**src/rtl/lsc_pkg.sv**
```systemverilog
package lsc_pkg;
  localparam int MODE_W = 2;
  typedef logic [MODE_W-1:0] fuse_mode_t;

  // log2 of the group size for a mode, clamped to the whole core set
  function automatic int grp_shift(input fuse_mode_t m, input int log2_cores);
    int v;
    v = int'(m);
    return (v > log2_cores) ? log2_cores : v;
  endfunction
endpackage

```
**src/rtl/lsc_group_scan.sv**
```systemverilog
module lsc_group_scan
  import lsc_pkg::*;
#(
  parameter int CORES = 4,
  parameter int SLOTS = 2,
  localparam int CW = $clog2(SLOTS + 1),
  localparam int LOG2C = $clog2(CORES)
) (
  input  fuse_mode_t            mode,
  input  logic [CORES*CW-1:0]   cnt_flat,
  input  logic [CORES-1:0]      stall,
  output logic [CORES-1:0]      g_stall,
  output logic [CORES*CW-1:0]   g_min,
  output logic [CORES*CW-1:0]   g_max
);
  always_comb begin
    int sh;
    sh = grp_shift(mode, LOG2C);
    g_stall = '0;
    g_min   = '0;
    g_max   = '0;
    for (int c = 0; c < CORES; c++) begin
      logic          st;
      logic [CW-1:0] mn;
      logic [CW-1:0] mx;
      st = 1'b0;
      mn = CW'(SLOTS);
      mx = '0;
      for (int j = 0; j < CORES; j++) begin
        if ((j >> sh) == (c >> sh)) begin
          st = st | stall[j];
          if (cnt_flat[j*CW +: CW] < mn) mn = cnt_flat[j*CW +: CW];
          if (cnt_flat[j*CW +: CW] > mx) mx = cnt_flat[j*CW +: CW];
        end
      end
      g_stall[c]         = st;
      g_min[c*CW +: CW]  = mn;
      g_max[c*CW +: CW]  = mx;
    end
  end
endmodule

```
**src/rtl/lsc_precommit.sv**
```systemverilog
module lsc_precommit #(
  parameter int SLOTS = 2,
  localparam int CW = $clog2(SLOTS + 1)
) (
  input  logic             clk,
  input  logic             rst,
  input  logic             g_stall,
  input  logic [CW-1:0]    g_min,
  input  logic [CW-1:0]    g_max,
  input  logic [CW-1:0]    own_cnt,
  input  logic [SLOTS-1:0] own_nop,
  output logic [CW-1:0]    cm_cnt,
  output logic [SLOTS-1:0] cm_effect,
  output logic [CW-1:0]    nop_req,
  output logic             hold
);
  always_ff @(posedge clk) begin
    if (rst) begin
      cm_cnt    <= '0;
      cm_effect <= '0;
      nop_req   <= '0;
      hold      <= 1'b0;
    end else begin
      hold    <= g_stall;
      cm_cnt  <= g_stall ? '0 : g_min;
      nop_req <= (!g_stall && own_cnt == '0) ? g_max : '0;
      for (int s = 0; s < SLOTS; s++)
        cm_effect[s] <= !g_stall && (CW'(s) < g_min) && !own_nop[s];
    end
  end

  // an effect bit never appears beyond the committed slots
  AST_EFFECT_IN_RANGE: assert property (@(posedge clk) disable iff (rst)
    (cm_cnt == '0) |-> (cm_effect == '0));
endmodule

```
**src/rtl/lsc_commit_coord.sv**
```systemverilog
module lsc_commit_coord
  import lsc_pkg::*;
#(
  parameter int CORES = 4,
  parameter int SLOTS = 2,
  localparam int CW = $clog2(SLOTS + 1),
  localparam int LOG2C = $clog2(CORES)
) (
  input  logic                   clk,
  input  logic                   rst,
  input  logic [MODE_W-1:0]      fuse_mode,
  input  logic [CORES*CW-1:0]    hd_cnt,
  input  logic [CORES-1:0]       hd_stall,
  input  logic [CORES*SLOTS-1:0] hd_nop,
  output logic [CORES*CW-1:0]    cm_cnt,
  output logic [CORES*SLOTS-1:0] cm_effect,
  output logic [CORES*CW-1:0]    nop_req,
  output logic [CORES-1:0]       grp_hold
);
  logic [CORES-1:0]    g_stall;
  logic [CORES*CW-1:0] g_min;
  logic [CORES*CW-1:0] g_max;

  lsc_group_scan #(.CORES(CORES), .SLOTS(SLOTS)) u_scan (
    .mode     (fuse_mode),
    .cnt_flat (hd_cnt),
    .stall    (hd_stall),
    .g_stall  (g_stall),
    .g_min    (g_min),
    .g_max    (g_max)
  );

  for (genvar c = 0; c < CORES; c++) begin : g_core
    lsc_precommit #(.SLOTS(SLOTS)) u_pre (
      .clk       (clk),
      .rst       (rst),
      .g_stall   (g_stall[c]),
      .g_min     (g_min[c*CW +: CW]),
      .g_max     (g_max[c*CW +: CW]),
      .own_cnt   (hd_cnt[c*CW +: CW]),
      .own_nop   (hd_nop[c*SLOTS +: SLOTS]),
      .cm_cnt    (cm_cnt[c*CW +: CW]),
      .cm_effect (cm_effect[c*SLOTS +: SLOTS]),
      .nop_req   (nop_req[c*CW +: CW]),
      .hold      (grp_hold[c])
    );

    AST_HOLD_FREEZES: assert property (@(posedge clk) disable iff (rst)
      grp_hold[c] |-> (cm_cnt[c*CW +: CW] == '0 && nop_req[c*CW +: CW] == '0));

    AST_OWN_STALL_HOLDS: assert property (@(posedge clk) disable iff (rst)
      (!$past(rst) && $past(hd_stall[c])) |-> grp_hold[c]);

    AST_NOP_ONLY_EMPTY: assert property (@(posedge clk) disable iff (rst)
      (!$past(rst) && nop_req[c*CW +: CW] != '0) |-> ($past(hd_cnt[c*CW +: CW]) == '0));

    AST_SPLIT_PASS: assert property (@(posedge clk) disable iff (rst)
      (!$past(rst) && $past(fuse_mode) == '0 && !$past(hd_stall[c]))
      |-> (cm_cnt[c*CW +: CW] == $past(hd_cnt[c*CW +: CW]) && nop_req[c*CW +: CW] == '0));

    AST_COMMIT_BOUNDED: assert property (@(posedge clk) disable iff (rst)
      (!$past(rst)) |-> (cm_cnt[c*CW +: CW] <= $past(hd_cnt[c*CW +: CW])));

    if (c > 0) begin : g_eq
      AST_FUSED_EQUAL: assert property (@(posedge clk) disable iff (rst)
        (!$past(rst) && int'($past(fuse_mode)) >= LOG2C)
        |-> (cm_cnt[c*CW +: CW] == cm_cnt[CW-1:0] && grp_hold[c] == grp_hold[0]));
    end
  end

  AST_FULL_READY: assert property (@(posedge clk) disable iff (rst)
    (!$past(rst) && $past(hd_stall) == '0 && $past(hd_cnt) == {CORES{CW'(SLOTS)}})
    |-> (cm_cnt == {CORES{CW'(SLOTS)}}));
endmodule

```
**config.mk**
```make
export PLATFORM = sky130hd
export DESIGN_NAME = lsc_commit_coord
export DESIGN_NICKNAME = d
export VERILOG_FILES = /design/src/rtl/lsc_pkg.sv /design/src/rtl/lsc_group_scan.sv /design/src/rtl/lsc_precommit.sv /design/src/rtl/lsc_commit_coord.sv
export SDC_FILE = /design/constraint.sdc
export NUM_CORES = 1
export LEC_CHECK = 0
export ABC_AREA = 1
export CAP_MARGIN = 20
export CORE_UTILIZATION = 56
export DETAILED_ROUTE_END_ITERATION = 10
export HOLD_SLACK_MARGIN = 0.02
export PLACE_DENSITY = 0.88
export SYNTH_ARGS = -nofsm -noshare
export SYNTH_HDL_FRONTEND = slang
export SYNTH_SLANG_ARGS = --single-unit
```
**constraint.sdc**
```tcl
create_clock -name clk -period 8.9 [get_ports clk]
set_input_delay 1.78 -clock clk [delete_from_list [all_inputs] [get_ports clk]]
set_output_delay 1.78 -clock clk [all_outputs]
set_load 0.02 [all_outputs]
```
Yosys cells after proc, flatten, opt, wreduce, memory -nomap -nowiden. Index checks and enable logic that the tools add are counted.

Register bits after elaboration: 28. Latch bits: 0. Memory bits (writable): 0. Bits in read-only memories: 0. Bits of input ports: 24. Output and inout bits: 28. Word-level logic and storage cells: 190. Memories kept: 0.

$add $sub $neg: 0. $mul: 0. Divide/modulo/power cells: 0. $lt $le $gt $ge: 35. Equality and inequality tests: 12. Shift-type cells: 4. Muxes and demuxes: 63. Bitwise gates (word level): 16. Reduce and logical (&&, ||, !) cells: 44.

Operators with widths (count): 32-bit equality test (12); 2-bit two-way mux (51); 1-bit by 32-bit right shift with 32-bit output, first input constant (2); 2-bit by 32-bit right shift with 32-bit output, first input constant (2); 2-bit greater-than comparator (12); 2-bit < comparator (12); 1-bit logical AND (20); 1-bit by 2-bit < comparator with 1-bit output, first input constant (8); 2-bit OR reduction (8); 1-bit logical NOT (12); 1-bit two-way mux (12); 1-bit bitwise OR (12); 2-bit logical NOT (4); 1-bit NOT (4); 2-bit by 1-bit greater-than comparator with 1-bit output, second input constant (1); 2-bit greater-than comparator, second input constant (1); 2-bit < comparator, second input constant (1).

Logic depth before layout (Yosys ltp).
Depth in word-level cells: 16. Mapped depth: 22. Gate-level depth less buffers: 21.

Modules after synthesis. From an unflattened synthesis, not the netlist that was laid out.

Cells, all modules: 354. Area total of the unflattened synthesis: 2466.1 µm².

By module, submodules not included: lsc_group_scan (times used 1, cells an instance 258, area an instance 1615.3 µm², seq. area each 0.0 µm²); lsc_precommit (times used 4, cells an instance 24, area an instance 212.7 µm², seq. area each 140.1 µm²).

Worst setup path after synthesis. No wires, ideal clock.

Path kind: input to register. Start: in fuse_mode[1]. End: reg g_core[2].u_pre.nop_req[0]. Setup time: 109 ps. Arrival: 4113 ps. Data required time: 8791 ps. Setup slack: 4678 ps. Cell stages on the path: 19. Buffers on the path: 2. Path through: buf_6 > buf_4 > nand2_1 > ha_1 > o21bai_1 > nand3_1 > and2_1 > ha_1 > inv_1 > o22ai_1 > or2_2 > nand2_1 > ha_1 > inv_1 > o221ai_1 > nor2_1 > nor2_1 > nand2_1 > inv_1.

Word-level cells in the longest chain between the ends: 14. Elaborated cells between the ends (all ways): 28. Classes of those cells: 4 x order compare; 3 x eq/ne; 4 x shift; 10 x mux; 4 x bitwise; 3 x reduce/logical.

Ends and longest elaborated chain: start, declared (line lsc_commit_coord.sv:11) `input logic [MODE_W-1:0] fuse_mode,`; 2-bit greater-than comparator (line lsc_pkg.sv:9) `return (v > log2_cores) ? log2_cores : v;`; 2-bit two-way mux * (line lsc_pkg.sv:9); branches (longest 12 deep; another with 2-bit greater-than comparator); end signal, assigned (line lsc_precommit.sv:26) `nop_req <= (!g_stall && own_cnt == '0) ? g_max : '0;`; end, declared (line lsc_precommit.sv:14) `output logic [CW-1:0] nop_req,`.

Mark *: on every way between the ends. A chain may end at the register's enable or synchronous reset.

Worst setup path in the final report.
Start: in hd_cnt[3]. End: reg g_core[0].u_pre.nop_req[0].

Word-level cells in the longest chain between the ends: 9.

Ends and longest elaborated chain: start, declared (line lsc_commit_coord.sv:12) `input logic [CORES*CW-1:0] hd_cnt,`; 2-bit greater-than comparator (line lsc_group_scan.sv:33) `if (cnt_flat[j*CW +: CW] > mx) mx = cnt_flat[j*CW +: CW];`; 2-bit two-way mux * (line lsc_group_scan.sv:33); 2-bit two-way mux * (line lsc_group_scan.sv:30) `if ((j >> sh) == (c >> sh)) begin`; 2-bit greater-than comparator (line lsc_group_scan.sv:33); 2-bit two-way mux (line lsc_group_scan.sv:33); 2-bit two-way mux * (line lsc_group_scan.sv:30); 2-bit greater-than comparator (line lsc_group_scan.sv:33); 2-bit two-way mux (line lsc_group_scan.sv:33); 2-bit two-way mux * (line lsc_group_scan.sv:30); end signal, assigned (line lsc_precommit.sv:26); end, declared (line lsc_precommit.sv:14).

Mark *: on every way between the ends. The rest lies on a longest branch, timed or not.

==> summary.md <==
| Metric | Value |
|---|---|
| Final Hold Viols | `0` |
| Max Clock Freq | `roughly 0.2 GHz` |
| GRT met1 Usage | `0.282` |
| Gr usage total | `0.249` |
| Setup violators final | `0` |
| Worst Path Required | `approximately 9100 ps` |
| Worst Path Buf+Inv | `5` |
| Yosys warning total | `0` |
| Unrepaired setup endpoints after global routing | `false` |
| Crit Path Class | `in2reg` |
| Critical path peak fanout | `11` |
| Met2 GRT Util | `0.468` |
| Commonest non-fill, non-tap cell in the layout | `nand2_1` |
| # H-tree levels | `1` |
| Clock Sink Count | `28` |
| Hold slack | `2010 ps` |
| Port bufs | `between 50 and 60` |
| Min Tclk post-route | `4940 ps` |
| Worst slew pin tran | `631 ps` |
| DR WL/cell | `12.2 um` |
| Netlist Area Pre-Place | `between 2000 and 3000 sq um` |
| Post-CTS Resized | `0` |
| Root Driver | `clkbuf_8` |
| Final-report max-slew violation count | `0` |
| Die Wd | `just under 70 um` |
| Largest net degree at the start of global routing | `24` |
| Initial antenna violation count | `0` |
| Setup bufs post-CTS | `0` |
| Vias post-DR | `roughly 2400` |
| Core area | `around 4400 sq um` |
| Fin crit share | `0.555` |
| DP HPWL | `between 4 and 5 mm` |
| Power per Cell Area | `about 110 nW/um^2` |
| Post-Syn Nets | `approximately 440` |
| Gate Count Post-Synth | `about 360` |
| Outcome | `complete, no violations` |
| Vias in the first global route | `between 2000 and 2500` |
| Die Span Y | `69.1 um` |
| DRT Pass-1 Iters | `4` |
| Max stage delay cell, worst path | `clkdlybuf4s50_1` |
| Row Count | `24` |
| Unique masters post-synth | `31` |
| Die ar. | `between 4000 and 5000 sq um` |
| Global-route wire length before repair | `approximately 9.8 mm` |
| DRC | `0` |
| Average via count per standard cell | `5.15` |
| Fraction of layout cells with a size suffix above 1 | `0.0539` |
| Synth area leaders | `ha_1 28%, dfxtp_1 22%, nand2_1 13%, inv_1 9.5%, nor2_1 8.0%` |
| Slew margin rel. | `0.578` |
| Gr ovfl total | `0` |
| Seq/Total Area, Yosys | `0.222` |
| CP peak stage delay | `between 700 and 800 ps` |
| Setup TNS | `0 ps` |
| CTS Buf Count | `3` |
| Antenna Nets Post-Route | `0` |
| CTS clock-pin slew for the worst setup and hold paths | `approximately 100 ps` |
| Area leader, netlist | `ha_1` |
| Maximum vdd drop | `72.0 uV` |
| CTS hold repair buffers | `0` |
| CTS tree | `done` |
| Critical Path Sink Type | `register` |
| Syn_area_per_cell | `slightly below 7 sq um` |
| Yosys reg bits | `28` |
| Critical Path AT | `~5000 ps` |
| IO Count | `52` |
| Startpoint types | `input port` |
| Final wirelength | `around 5.6 mm` |
| Initial Utilization | `0.579` |
| Area delta synth->final | `22.7%` |
| CTS Buffer Depth | `2` |
| Share of the synthesized area in the top cell type | `0.278` |
| Cell mode on critical path | `inv_1` |
| Top Family by Delay on Critical Path | `buffers and inverters` |
| Met3 Use GR | `0.0263` |
| Gpl congestion | `roughly 0.94` |
| Antenna diodes | `0` |
| Worst Hold Class | `in2reg` |
| Gr busiest metal | `met2` |
| Worst path cell trace | `clkdlybuf4s50_1 > inv_1 > ha_1 > o21bai_1 > nand4_1 > nand2_1 > inv_1 > ha_1 > a21oi_1 > o21ai_0 > nand3_1 > o21ai_0 > ha_1 > inv_1 > o221ai_1 > o211ai_1 > nand2_1 > inv_1` |
| Static Leak | `1.73 nW` |
| Drt initial violations | `~120` |
| # nets final | `around 490` |
| Max Cap Viol | `0` |
| Commonest non-fill, non-tap cells in the layout | `84 x nand2_1, 64 x inv_1, 56 x ha_1, 54 x nor2_1, 51 x clkdlybuf4s50_1` |
cell usage after synthesis (all sizes together):
cell type / count
a21oi: 12
and2: 1
buf: 8
clkbuf: 2
clkinv: 1
dfxtp: 28
ha: 56
inv: 65
nand2: 85
nand3: 18
nand3b: 1
nand4: 3
nor2: 55
nor3: 1
o211ai: 1
o21ai: 9
o21bai: 2
o221ai: 2
o22ai: 2
o31ai: 1
or2: 9
per-stage QoR:
step                utilization  instance area [sq um]  total power (W)  worst slack, ps  cells
floorplan                     -                   2520         0.000215             4680    362
global placement          0.694                   3020         0.000245             3790    456
detailed placement        0.694                   3020         0.000251             3710    456
CTS                       0.710                   3090         0.000351             3980    460
global route              0.710                   3090         0.000376             3700    460
finish                    0.710                   3090         0.000351             3960    460
final timing paths:
path | from | to | slack, ps | depth (start not counted)
min | hd_nop[3] | g_core[1].u_pre.cm_effect[1] | 2010 | 2
max | hd_cnt[3] | g_core[0].u_pre.nop_req[0] | 3960 | 18
metal layers:
metal  vias up  share of wire
met5         -              0
met4         0          0.027
li1       1205              -
met3        15          0.042
met1      1086           0.42
met2        64           0.51
flip-flops by register name, indices dropped and copies added (netlist names):
signal	count
g_core.u_pre.cm_cnt	8
g_core.u_pre.cm_effect	8
g_core.u_pre.nop_req	8
g_core.u_pre.hold	4
cell type report:
cell class                 count  area (sq um)
clock buffer                   3          41.3
clock inverter                 1          30.0
fill                         358          1260
inverter                      66           250
multi-input combinational    258          1630
sequential                    28           561
tap                           52          65.1
timing repair buffer          52           518
where the power goes:
| group | internal [W] | switching, W | leakage [nW] |
|---|---|---|---|
| clock | 0.0000602 | 0.0000409 | 0.0357 |
| combinational | 0.0000507 | 0.0000693 | 1.47 |
| sequential | 0.000129 | 0.000000890 | 0.228 |
logic make-up (layout without fill, tap and decap cells):
kind of cell	Yosys count	after routing	synth area share
and+or+nand+nor	173	173	0.290
buffers and inverters	76	122	0.132
adders and majority gates	56	56	0.278
AOI/OAI and AO/OA	29	29	0.0780
DFF	28	28	0.222
No activity file was read; power rests on OpenSTA's default activity.
